==> config.mk <==
export PLATFORM = sky130hd
export DESIGN_NAME = seg_therm_serializer
export DESIGN_NICKNAME = d
export VERILOG_FILES = /design/src/rtl/seg_pkg.sv /design/src/rtl/seg_therm_enc.sv /design/src/rtl/seg_sample_enc.sv /design/src/rtl/seg_mux2_reg.sv /design/src/rtl/seg_phase_fsm.sv /design/src/rtl/seg_therm_serializer.sv
export SDC_FILE = /design/constraint.sdc
export NUM_CORES = 1
export LEC_CHECK = 0
export BUFFER_PORTS_ARGS = -buffer_cell sky130_fd_sc_hd__buf_2
export CAP_MARGIN = 10
export CORE_MARGIN = 2
export CORE_UTILIZATION = 30
export CTS_BUF_LIST = sky130_fd_sc_hd__clkbuf_4
export DETAILED_ROUTE_END_ITERATION = 8
export PLACE_DENSITY_LB_ADDON = 0.3
export SLEW_MARGIN = 10
export SYNTH_ARGS = -nofsm -noshare
export SYNTH_HDL_FRONTEND = slang
export SYNTH_SLANG_ARGS = --single-unit
==> constraint.sdc <==
create_clock -name clk -period 4.1 [get_ports clk]
set_input_delay 0.41 -clock clk [delete_from_list [all_inputs] [get_ports clk]]
set_output_delay 0.41 -clock clk [all_outputs]
set_load 0.005 [all_outputs]
==> src/rtl/seg_pkg.sv <==
package seg_pkg;
    localparam int SAMPLES   = 4;
    localparam int SAMPLE_W  = 6;
    localparam int SEG_W     = 2;
    localparam int SEGS      = SAMPLE_W / SEG_W;
    localparam int THERM_W   = (1 << SEG_W) - 1;
    localparam int LANES     = SEGS * THERM_W;
    localparam int BUS_W     = SAMPLES * SAMPLE_W;
    localparam int THERM_BUS = SAMPLES * LANES;

    typedef enum logic [1:0] {
        PH_A = 2'd0,
        PH_B = 2'd1,
        PH_C = 2'd2,
        PH_D = 2'd3
    } phase_t;

    typedef struct packed {
        logic take;
        logic hold_en;
        logic s1_en;
        logic s1_upper;
        logic s2_pick_b;
    } ctl_t;
endpackage

==> src/rtl/seg_therm_enc.sv <==
module seg_therm_enc #(
    parameter int IN_W  = 2,
    localparam int OUT_W = (1 << IN_W) - 1
) (
    input  logic [IN_W-1:0]  grp,
    output logic [OUT_W-1:0] therm
);
    for (genvar k = 0; k < OUT_W; k++) begin : g_line
        assign therm[k] = (32'(grp) > k);
    end
endmodule

==> src/rtl/seg_sample_enc.sv <==
module seg_sample_enc
    import seg_pkg::*;
(
    input  logic [SAMPLE_W-1:0] sample,
    output logic [LANES-1:0]    therm
);
    for (genvar g = 0; g < SEGS; g++) begin : g_grp
        seg_therm_enc #(.IN_W(SEG_W)) u_grp (
            .grp   (sample[g*SEG_W +: SEG_W]),
            .therm (therm[g*THERM_W +: THERM_W])
        );
    end
endmodule

==> src/rtl/seg_mux2_reg.sv <==
module seg_mux2_reg #(
    parameter int W = 9
) (
    input  logic         clk,
    input  logic         rst,
    input  logic         en,
    input  logic         sel,
    input  logic [W-1:0] a,
    input  logic [W-1:0] b,
    output logic [W-1:0] q
);
    always_ff @(posedge clk) begin
        if (rst) begin
            q <= '0;
        end else if (en) begin
            q <= sel ? b : a;
        end
    end
endmodule

==> src/rtl/seg_phase_fsm.sv <==
module seg_phase_fsm
    import seg_pkg::*;
(
    input  logic clk,
    input  logic rst,
    output ctl_t ctl
);
    phase_t state, state_nx;

    always_ff @(posedge clk) begin
        if (rst) begin
            state <= PH_A;
        end else begin
            state <= state_nx;
        end
    end

    always_comb begin
        ctl      = '0;
        state_nx = state;
        unique case (state)
            PH_A: begin
                ctl.take      = 1'b1;
                ctl.s1_en     = 1'b1;
                ctl.s1_upper  = 1'b1;
                ctl.s2_pick_b = 1'b1;
                state_nx      = PH_B;
            end
            PH_B: begin
                ctl.hold_en   = 1'b1;
                state_nx      = PH_C;
            end
            PH_C: begin
                ctl.s1_en     = 1'b1;
                ctl.s2_pick_b = 1'b1;
                state_nx      = PH_D;
            end
            PH_D: begin
                state_nx      = PH_A;
            end
        endcase
    end
endmodule

==> src/rtl/seg_therm_serializer.sv <==
module seg_therm_serializer
    import seg_pkg::*;
(
    input  logic             clk,
    input  logic             rst,
    input  logic [BUS_W-1:0] din,
    output logic             word_take,
    output logic [LANES-1:0] lanes
);
    ctl_t                 ctl;
    logic [THERM_BUS-1:0] enc_d;
    logic [THERM_BUS-1:0] enc_q;
    logic [THERM_BUS-1:0] hold_q;
    logic [LANES-1:0]     s1a;
    logic [LANES-1:0]     s1b;

    seg_phase_fsm u_fsm (
        .clk (clk),
        .rst (rst),
        .ctl (ctl)
    );

    assign word_take = ctl.take;

    for (genvar s = 0; s < SAMPLES; s++) begin : g_smp
        seg_sample_enc u_enc (
            .sample (din[s*SAMPLE_W +: SAMPLE_W]),
            .therm  (enc_d[s*LANES +: LANES])
        );
    end

    // capture flop, then retiming hold stage
    always_ff @(posedge clk) begin
        if (rst) begin
            enc_q  <= '0;
            hold_q <= '0;
        end else begin
            if (ctl.take) begin
                enc_q <= enc_d;
            end
            if (ctl.hold_en) begin
                hold_q <= enc_q;
            end
        end
    end

    // first stage: path a carries samples 0/2, path b carries 1/3
    seg_mux2_reg #(.W(LANES)) u_s1a (
        .clk (clk), .rst (rst), .en (ctl.s1_en), .sel (ctl.s1_upper),
        .a (hold_q[0*LANES +: LANES]), .b (hold_q[2*LANES +: LANES]), .q (s1a)
    );
    seg_mux2_reg #(.W(LANES)) u_s1b (
        .clk (clk), .rst (rst), .en (ctl.s1_en), .sel (ctl.s1_upper),
        .a (hold_q[1*LANES +: LANES]), .b (hold_q[3*LANES +: LANES]), .q (s1b)
    );
    // second stage: interleave the two paths every cycle
    seg_mux2_reg #(.W(LANES)) u_s2 (
        .clk (clk), .rst (rst), .en (1'b1), .sel (ctl.s2_pick_b),
        .a (s1a), .b (s1b), .q (lanes)
    );
endmodule

Word-level counts from Yosys, hierarchy flattened:

Index checks and enable logic that the tools add are counted.

* multiplexer cells: 7
* magnitude comparators: 36
* reduce and logical (&&, ||, !) cells: 2
* equal/unequal tests: 3

Operators by type and width (number)
* $gt 2x1->1 const B: 24
* $mux 9: 3
* $gt 2x2->1 const B: 12
* $pmux 2 s4: 1
* $eq 2x2->1 const B: 2
* $mux 1: 3
* $eq 2x1->1 const B: 1
* $logic_not 2->1: 1
* $reduce_or 2->1: 1

* output and inout bits: 10
* word-level logic and storage cells: 54
* bits in registers: 101
* input port bits: 26

Longest topological paths before layout:

Gate-level depths: netlist of run 1.

* word-level depth: 4
* gate-level depth with buffers: 7
* depth with buffers taken out: 4

Hierarchy:

Synthesis of run 1 repeated with hierarchy kept, for this count alone.

* cell total of the unflattened synthesis: 402
* area, all modules: 4172.8 um^2

By module, submodules not included
* seg_therm_serializer: area an instance 2616.3 um^2, times used 1, cells an instance 233
* seg_mux2_reg: area an instance 405.4 um^2, times used 3, cells an instance 40
* seg_therm_enc: area an instance 17.5 um^2, times used 12, cells an instance 3
* seg_phase_fsm: area an instance 130.1 um^2, times used 1, cells an instance 13

Least setup slack after synthesis of run 1:

OpenSTA, ideal clock, no wires.

* path kind: flip-flop to flip-flop
* start: reg u_fsm.state[0]
* end: reg u_s1a.q[0]
* arrival time: 1425 ps
* library setup time: 134 ps
* setup slack: 2540 ps
* cell stages (with the launch flop): 8
* cell sequence: dfxtp_1 clkbuf_1 inv_1 ha_1 buf_2 inv_2 buf_2 a211oi_1

* cells in the longest elaborated chain, start to end: 3
* elaborated cells between the ends (all ways): 6
* classes of those cells: eq/ne: 1; mux: 3; reduce/logical: 2

Ends and longest elaborated chain
* start, declared: line seg_phase_fsm.sv:8 `phase_t state, state_nx;`
* start signal, assigned: line seg_phase_fsm.sv:14 `state <= state_nx;`
* $logic_not 2->1
* $mux 1
* via word_take: line seg_therm_serializer.sv:7 `output logic word_take,`
* $mux 9: line seg_mux2_reg.sv:16 `q <= sel ? b : a;`
* end signal, assigned: line seg_mux2_reg.sv:16
* end, declared: line seg_mux2_reg.sv:10 `output logic [W-1:0] q`

The timed path passes the listed nets, and every way through them passes these cells.
A chain may end at the register's enable or synchronous reset.

Worst setup path in the final report of run 1:

* start: reg u_fsm.state[0]
* end: out word_take

* cells in the longest elaborated chain, start to end: 2

Ends and longest elaborated chain
* $logic_not 2->1: line seg_phase_fsm.sv:21 `unique case (state)`
* $mux 1: line seg_phase_fsm.sv:21
* end, declared: line seg_therm_serializer.sv:7

Every way passes these cells.

==> Flow_metrics.wiki, run 1 <==
{| class="wikitable"
! Metric !! Value
|-
| Effective utilization at floorplan || 31.06%
|-
| Proportion of power drawn by the clock network || 21.9%
|-
| Overall die area || 14110 um2
|-
| Total of max-cap violations || 0
|-
| Lkg Pwr || 1.665 nW
|-
| Ports || 36
|-
| Peak supply drop || 192.9 uV
|-
| Via count of the first global-routing pass || 2609
|-
| Met1 Track Usage GR || 15.03%
|-
| Global routing's busiest layer || met2
|-
| Flops & latches, synth || 101
|-
| Placed Cells incl. Taps || 566
|-
| Ys flop type || sky130_fd_sc_hd__dfxtp_1
|-
| Routed Wire Length || 7622 um
|-
| Async S/R FF share, synth || 0%
|-
| Antenna violations before repair || 0
|-
| Synthesized netlist cell count || 385
|-
| Combinational Power Share || 30.2%
|-
| Netlist cell types || 21
|-
| Multiplexer area fraction after synthesis || 17.73%
|-
| Slowest stage cell on the critical path || sky130_fd_sc_hd__ha_1
|-
| Required time of the critical path || 3.69 ns
|-
| Inserted Clock Buffers || 9
|-
| XOR/XNOR Fraction of Synth Area || 0%
|-
| Post-synthesis share of cell area spent on full adders, half adders and majority gates || 1.267%
|-
| Cell Chain, Critical Path || inv_1, ha_1, buf_2
|-
| Switching portion of total power || 32.72%
|-
| Resize count post-CTS || 0
|-
| Ratio of cells with drive above 1 in the final layout || 16.59%
|-
| Top post-synthesis cells by count || 101 x sky130_fd_sc_hd__dfxtp_1, 78 x sky130_fd_sc_hd__nor2_1, 70 x sky130_fd_sc_hd__mux2i_1
|-
| Setup_tns || 0 ns
|-
| Switching power summed over all nets || 861.7 uW
|-
| Core Area || 12720 um2
|-
| Average wire per standard cell || 13.10 um
|-
| Global-route track usage on met2 || 17.39%
|-
| Post-route clock period utilization || 57.37%
|-
| Number of setup violations in the final report || 0
|-
| CTS HTree Levels || 3
|-
| GRT Resource Usage Total || 11.32%
|-
| Insertion delay of the later-clocked pin in the worst-skew pair || 0.45 ns
|-
| Met3 Track Usage GR || 3.378%
|-
| Largest net degree at the start of global routing || 102
|-
| Detail-routed via count per cell || 4.533
|-
| Cell types with the largest area share after synthesis || sky130_fd_sc_hd__dfxtp_1 51%, sky130_fd_sc_hd__mux2i_1 18%, sky130_fd_sc_hd__nor2_1 7.4%
|-
| Relative contribution of sequential cells to total power || 47.9%
|-
| Number of hold buffers added after CTS || 0
|-
| Total power after layout || 2.634 mW
|-
| Cell row count || 41
|-
| Post-CTS Repair Setup Buffers || 0
|-
| Worst setup path class || flip-flop to output pin
|-
| Iter 0 DRT Violations || 141
|-
| Post-layout net count || 435
|-
| Die height || 118.8 um
|-
| Cell Count, Final, Fillers Out || 582
|-
| Number of vias after detailed routing || 2638
|-
| Antenna violation net count after detailed routing || 0
|-
| Average cell area after synthesis || 10.26 um2
|-
| Compound-gate portion of the synthesized area || 10.01%
|-
| Design internal power || 1.772 mW
|-
| Endpoint kind of the worst setup timing path || output pin
|-
| Most common cell in the synthesized netlist || sky130_fd_sc_hd__dfxtp_1
|-
| Slew of the pin with the lowest slew margin || 1.099 ns
|-
| Total area of multi-input combinational cells || 1742 um2
|-
| Main combinational cell family by area after synthesis || multiplexers
|-
| DR pass1 iterations || 4
|-
| Delay of the slowest cell on the worst path || 0.68 ns
|-
| Sequential element share of the synthesized area || 51.17%
|-
| Netlist area before placement || 3951 um2
|-
| Fraction of synthesized cell area taken by the top area cell type || 51.17%
|-
| Power density of the placed cells || 605.3 nW/um2
|-
| Grt total ovfl || 0
|-
| Simple-gate share of the synthesized area || 14.95%
|-
| Max Buffers Root-to-Sink || 2
|-
| Final Hold Fails || 0
|-
| Placer's final routability congestion estimate || 0.7005
|-
| HP Class || primary input to flip-flop
|-
| Port-buffer cells || 35
|-
| Detailed Place HPWL || 4828 um
|-
| Achievable frequency || 0.4251 GHz
|-
| Max-Slew Margin vs Limit || 26.71%
|-
| Antenna cells || 0
|-
| Critical path startpoint category || flip-flop
|-
| Number of flops mapped to enable cells by yosys || 0
|-
| Status || completed
|-
| Area Growth Syn to Fin || 10.13%
|-
| Clock Tree Root || sky130_fd_sc_hd__clkbuf_4
|-
| Global-route wire length before repair || 12770 um
|-
| Setup repair after global routing missed its margin || no
|-
| Period minus WS final || 2.352 ns
|-
| Flip-flop and latch area || 2022 um2
|-
| Clock-pin slew on the worst setup and hold paths || 0.15 ns
|-
| Worst endpoint data arrival time || 1.94 ns
|-
| Fill count || 1352
|-
| Yosys warnings || 0
|-
| Pins over their slew limit || 0
|-
| TritonCTS clock tree || yes
|-
| CTS sink cnt || 101
|-
| Library cell occupying the most area in the post-synthesis netlist || sky130_fd_sc_hd__dfxtp_1
|-
| Die outline width || 118.8 um
|-
| Synthesized net count || 415
|-
| Layout Skew || 0.01153 ns
|-
| Crit-path max FO || 21
|-
| Drt drc || 0
|}
-- layout by cell type (no fill, tap or decap) --
master,synthesis,layout
sky130_fd_sc_hd__clkinv_1,0,1
sky130_fd_sc_hd__or3b_1,5,5
sky130_fd_sc_hd__inv_1,2,2
sky130_fd_sc_hd__a211oi_1,18,18
sky130_fd_sc_hd__buf_2,6,34
sky130_fd_sc_hd__nor2b_1,19,19
sky130_fd_sc_hd__o21ai_0,3,3
sky130_fd_sc_hd__clkbuf_4,0,10
sky130_fd_sc_hd__mux2i_1,70,70
sky130_fd_sc_hd__nor2_1,78,78
sky130_fd_sc_hd__ha_1,4,2
sky130_fd_sc_hd__clkinv_4,0,1
sky130_fd_sc_hd__a21oi_1,17,17
sky130_fd_sc_hd__nand3_1,12,12
sky130_fd_sc_hd__inv_6,0,1
sky130_fd_sc_hd__bufinv_16,0,2
sky130_fd_sc_hd__clkinv_2,0,1
sky130_fd_sc_hd__buf_4,7,4
sky130_fd_sc_hd__nand2b_1,12,12
sky130_fd_sc_hd__dfxtp_1,101,101
sky130_fd_sc_hd__o21ai_1,2,2
sky130_fd_sc_hd__inv_2,1,1
sky130_fd_sc_hd__ha_2,0,2
sky130_fd_sc_hd__a211oi_2,12,12
-- cell families (layout without fill, tap and decap cells) --
| group | after synthesis | after routing |
|---|---|---|
| AND/OR/NAND/NOR | 126 | 126 |
| multiplexers | 70 | 70 |
| AO/OA/AOI/OAI | 52 | 52 |
| buffers and inverters | 32 | 57 |
| flip-flops | 101 | 101 |
| adder cells (fa/ha/maj) | 4 | 4 |
-- metrics by stage --
| stage | util, % | setup WS [ns] | hold WS [ns] | instance area, um2 |
|---|---|---|---|---|
| global placement | 32.94 | 2.082 | 0.4575 | 4190 |
| floorplan | - | 2.540 | 0.4449 | 3951 |
| CTS | 34.21 | 1.707 | 0.1917 | 4352 |
| finish | 34.21 | 1.748 | 0.2146 | 4352 |
| global route | 34.21 | 1.554 | 0.1985 | 4352 |
| detailed placement | 32.94 | 1.997 | 0.4627 | 4190 |
-- path summary, 6_finish.rpt --
check | start | endpoint | slack [ns] | cells past startpoint
min | din[17] | enc_q[25] | 0.21 | 3
min reg2reg | enc_q[2] | enc_q[2] | 0.48 | 2
max reg2reg | u_fsm.state[0] | enc_q[10] | 2.00 | 5
max | u_fsm.state[0] | word_take | 1.75 | 3
-- area by class of cell --
cell class | count | area share [%]
clock inverter | 6 | 1.984
inverter | 3 | 0.2588
multi-input combinational | 252 | 40.02
tap | 172 | 4.945
timing repair buffer | 38 | 4.600
sequential | 101 | 46.46
clock buffer | 10 | 1.725
-- metal layers --
metal  vias to the layer above  wire length [um]
met5                         -                 0
met4                         0               117
met3                        10               266
met2                        35              3348
met1                      1235              3889
li1                       1358                 -
-- power by group through the flow --
stage	Sequential, mW	Combinational (mW)	Clock (mW)
finish	1.26	0.795	0.577
global route	1.29	0.884	0.643
CTS	1.26	0.809	0.600
detailed placement	1.29	0.803	0
global placement	1.29	0.788	0
floorplan	1.25	0.696	0
-- flip-flops by register name (all words and copies together), names as in the netlist --
name	cells
u_fsm.state	2
u_s1b.q	9
enc_q	36
u_s2.q	9
u_s1a.q	9
hold_q	36
-- critical path, delay by kind of cell, from the launching register on --
| kind | cells | cell delay [ns] |
|---|---|---|
| adders and majority gates | 1 | 0.68 |
| buffers and inverters | 2 | 0.38 |
| DFF | 1 | 0.42 |
(Power assumes the default switching activity.)
==> run 2: changes to the inputs <==
- clock period: 4.1 -> 2.1 ns (I/O delays scaled with it)
==> run 2 against run 1 <==
  * Worst setup slack lost 1.4 ns
  * First-iteration DRC count shrank 21%
  * Register-to-register slack lost 1.6 ns
  * Critical path type unchanged
  * Highest routed layer unchanged
  * Largest power group unchanged
  * Non-clock buffer count is 18 higher
  * Hold slack lost 0.18 ns
  * Global-route usage up 0.12 points
  * Clock skew increased by 0.013 ns
  * Sequential power is 95% higher
  * Sequential share of layout area is 1.8 points lower
==> Flow_metrics.wiki, run 2 (synthesis results as in run 1) <==
{| class="wikitable"
! Metric !! Value
|-
| Status || completed
|-
| TritonCTS clock tree || yes
|-
| Worst setup path class || flip-flop to output pin
|-
| DR pass1 iterations || 4 (unchanged)
|-
| Commonest cells after routing, fill and taps aside || 101 x sky130_fd_sc_hd__dfxtp_1, 78 x sky130_fd_sc_hd__nor2_1, 70 x sky130_fd_sc_hd__mux2i_1, 34 x sky130_fd_sc_hd__buf_2, 19 x sky130_fd_sc_hd__nor2b_1
|-
| Critical path startpoint category || flip-flop
|-
| Total power after layout || 5.127 mW (+95%)
|-
| Cell row count || 41 (unchanged)
|-
| Average wire per standard cell || 12.71 um (-2.9%)
|-
| Worst endpoint data arrival time || 1.54 ns (-0.40 ns)
|-
| Detailed Place HPWL || 5226 um (+8.2%)
|-
| Drt drc || 0 (unchanged)
|-
| Total of max-cap violations || 0 (unchanged)
|-
| Final Hold Fails || 0 (unchanged)
|-
| Setup_tns || 0 ns (unchanged)
|-
| Reg2Reg Capture Point || enc_q[34]
|-
| Setup slack on the worst flop-to-flop path || 0.41 ns (-1.59 ns)
|-
| Max-Slew Margin vs Limit || 60.72% (+34 points)
|-
| Slew of the pin with the lowest slew margin || 0.5891 ns (-0.5103 ns)
|-
| Port-buffer cells || 35 (unchanged)
|-
| Max Buffers Root-to-Sink || 2 (unchanged)
|-
| Routed length on met2 || 3344 um (-0.12%)
|-
| Post-route clock period utilization || 83.52%
|-
| Core Area || 12720 um2 (unchanged)
|-
| Clock-pin slew on the worst setup and hold paths || 0.16 ns (about the same)
|-
| Detail-routed via count per cell || 4.468 (-1.4%)
|-
| Crit. Startpoint || u_fsm.state[1]
|-
| Hold Path Origin || din[2]
|-
| Effective utilization at floorplan || 31.06% (unchanged)
|-
| Inserted Clock Buffers || 9 (unchanged)
|-
| Clock Tree Root || sky130_fd_sc_hd__clkbuf_4
|-
| Routed Wire Length || 7628 um (about the same)
|-
| Number of setup violations in the final report || 0 (unchanged)
|-
| Ratio of cells with drive above 1 in the final layout || 17.76% (+1.2 points)
|-
| Leading cell type in the layout, fill and taps excluded || sky130_fd_sc_hd__dfxtp_1
|-
| Top routing layer in use || met4
|-
| Lkg Pwr || 1.748 nW (+4.9%)
|-
| Largest net degree at the start of global routing || 54 (-47%)
|-
| Crit-path max FO || 11 (-48%)
|-
| Endpoint of the worst setup timing path || word_take
|-
| CTS HTree Levels || 3 (unchanged)
|-
| Area Growth Syn to Fin || 14.57%
|-
| GRT Resource Usage Total || 11.44% (+0.12 points)
|-
| Ports || 36 (unchanged)
|-
| Fill count || 1331 (-1.6%)
|-
| Post-CTS Repair Setup Buffers || 0 (unchanged)
|-
| Overall die area || 14110 um2 (unchanged)
|-
| Regs by FF count || enc_q x36, hold_q x36
|-
| Insertion delay of the later-clocked pin in the worst-skew pair || 0.45 ns (about the same)
|-
| Grt total ovfl || 0 (unchanged)
|-
| Antenna violation net count after detailed routing || 0 (unchanged)
|-
| Post-layout net count || 453 (+4.1%)
|-
| Setup repair after global routing missed its margin || no
|-
| Endpoint kind of the worst setup timing path || output pin
|-
| Die outline width || 118.8 um (unchanged)
|-
| Achievable frequency || 0.5702 GHz
|-
| Peak supply drop || 497.3 uV (+160%)
|-
| Antenna violations before repair || 0 (unchanged)
|-
| Pins over their slew limit || 0 (unchanged)
|-
| Power density of the placed cells || 1133 nW/um2 (+87%)
|-
| Antenna cells || 0 (unchanged)
|-
| Via count of the first global-routing pass || 2675 (+2.5%)
|-
| Startpoint of the worst register-to-register path || u_fsm.state[1]
|-
| Iter 0 DRT Violations || 112 (-21%)
|-
| Number of vias after detailed routing || 2681 (+1.6%)
|-
| Die height || 118.8 um (unchanged)
|-
| Wire length on met1 || 3918 um (+0.75%)
|-
| Global-route wire length before repair || 13100 um (+2.5%)
|-
| Layout Skew || 0.02417 ns (+0.01264 ns)
|-
| Period minus WS final || 1.754 ns
|-
| Number of cells on the worst reg-to-reg path || 5 (unchanged)
|-
| Resize count post-CTS || 0 (unchanged)
|-
| Required time of the critical path || 1.89 ns (-1.80 ns)
|-
| Placer's final routability congestion estimate || 0.6887 (-1.7%)
|-
| Met3 wirelength from detailed routing || 270 um (+1.5%)
|-
| HP Class || primary input to flip-flop
|-
| CTS sink cnt || 101 (unchanged)
|}
-- run 2: cell count changes in the layout (fill, tap and decap cells not counted), sizes merged --
| cell | change |
|---|---|
| dlygate4sd3 | +8 |
| bufinv | -1 |
| buf | +10 |
| clkbuf | -1 |
| clkinv | +2 |
-- run 2: through the flow --
stage	hold slack [ns]	instances	setup WS [ns]	cell area [um2]	util (%)
after floorplan	0.3572	385	0.5404	3951	-
after global placement	0.4614	576	0.4605	4315	33.92
after detailed placement	0.4641	576	0.4212	4315	33.92
after CTS	0.0008851	598	0.3146	4507	35.42
after global routing	0.005143	600	0.2169	4527	35.58
final	0.03239	600	0.3461	4527	35.58
-- run 2: worst max-delay path, cell delays in order, from the launching register on --
cell and delay, ns:
sky130_fd_sc_hd__dfxtp_1 0.35, sky130_fd_sc_hd__inv_1 0.10, sky130_fd_sc_hd__ha_1 0.44, sky130_fd_sc_hd__buf_2 0.20
-- run 2: what timing repair did --
| item | CTS | global route |
|---|---|---|
| endpoints found under the hold margin | 6 | 2 |
| hold buffers | 6 | 2 |
| endpoints found under the setup margin | 0 | 0 |
-- run 2: how the worst min path moves through the flow --
| stage | depth (start not counted) | endpoint |
|---|---|---|
| floorplan | 2 | enc_q[10] |
| global placement | 2 | enc_q[26] |
| detailed placement | 2 | enc_q[8] |
| CTS | 3 | enc_q[10] |
| global route | 3 | enc_q[8] |
| finish | 3 | enc_q[5] |
-- run 2: layer usage --
layer  up-vias  track usage (%)
met3         9            3.668
met4         0            3.348
met1      1248            15.43
met2        35            17.42
met5         -                0
li1       1389                -
-- run 2: area by class of cell --
| type | instances | area (um2) | area share, % |
|---|---|---|---|
| clock buffers | 9 | 67.56 | 1.493 |
| clock inverters | 7 | 63.81 | 1.410 |
| inverters | 3 | 11.26 | 0.2488 |
| multi-input cells | 252 | 1742 | 38.47 |
| flip-flops and latches | 101 | 2022 | 44.67 |
| well taps | 172 | 215.2 | 4.754 |
| repair buffers | 56 | 405.4 | 8.955 |
-- run 2: power breakdown --
group | switching, mW | internal, mW
combinational | 0.882 | 0.810
sequential | 0.193 | 2.27
clock | 0.614 | 0.357
total | 1.69 | 3.44
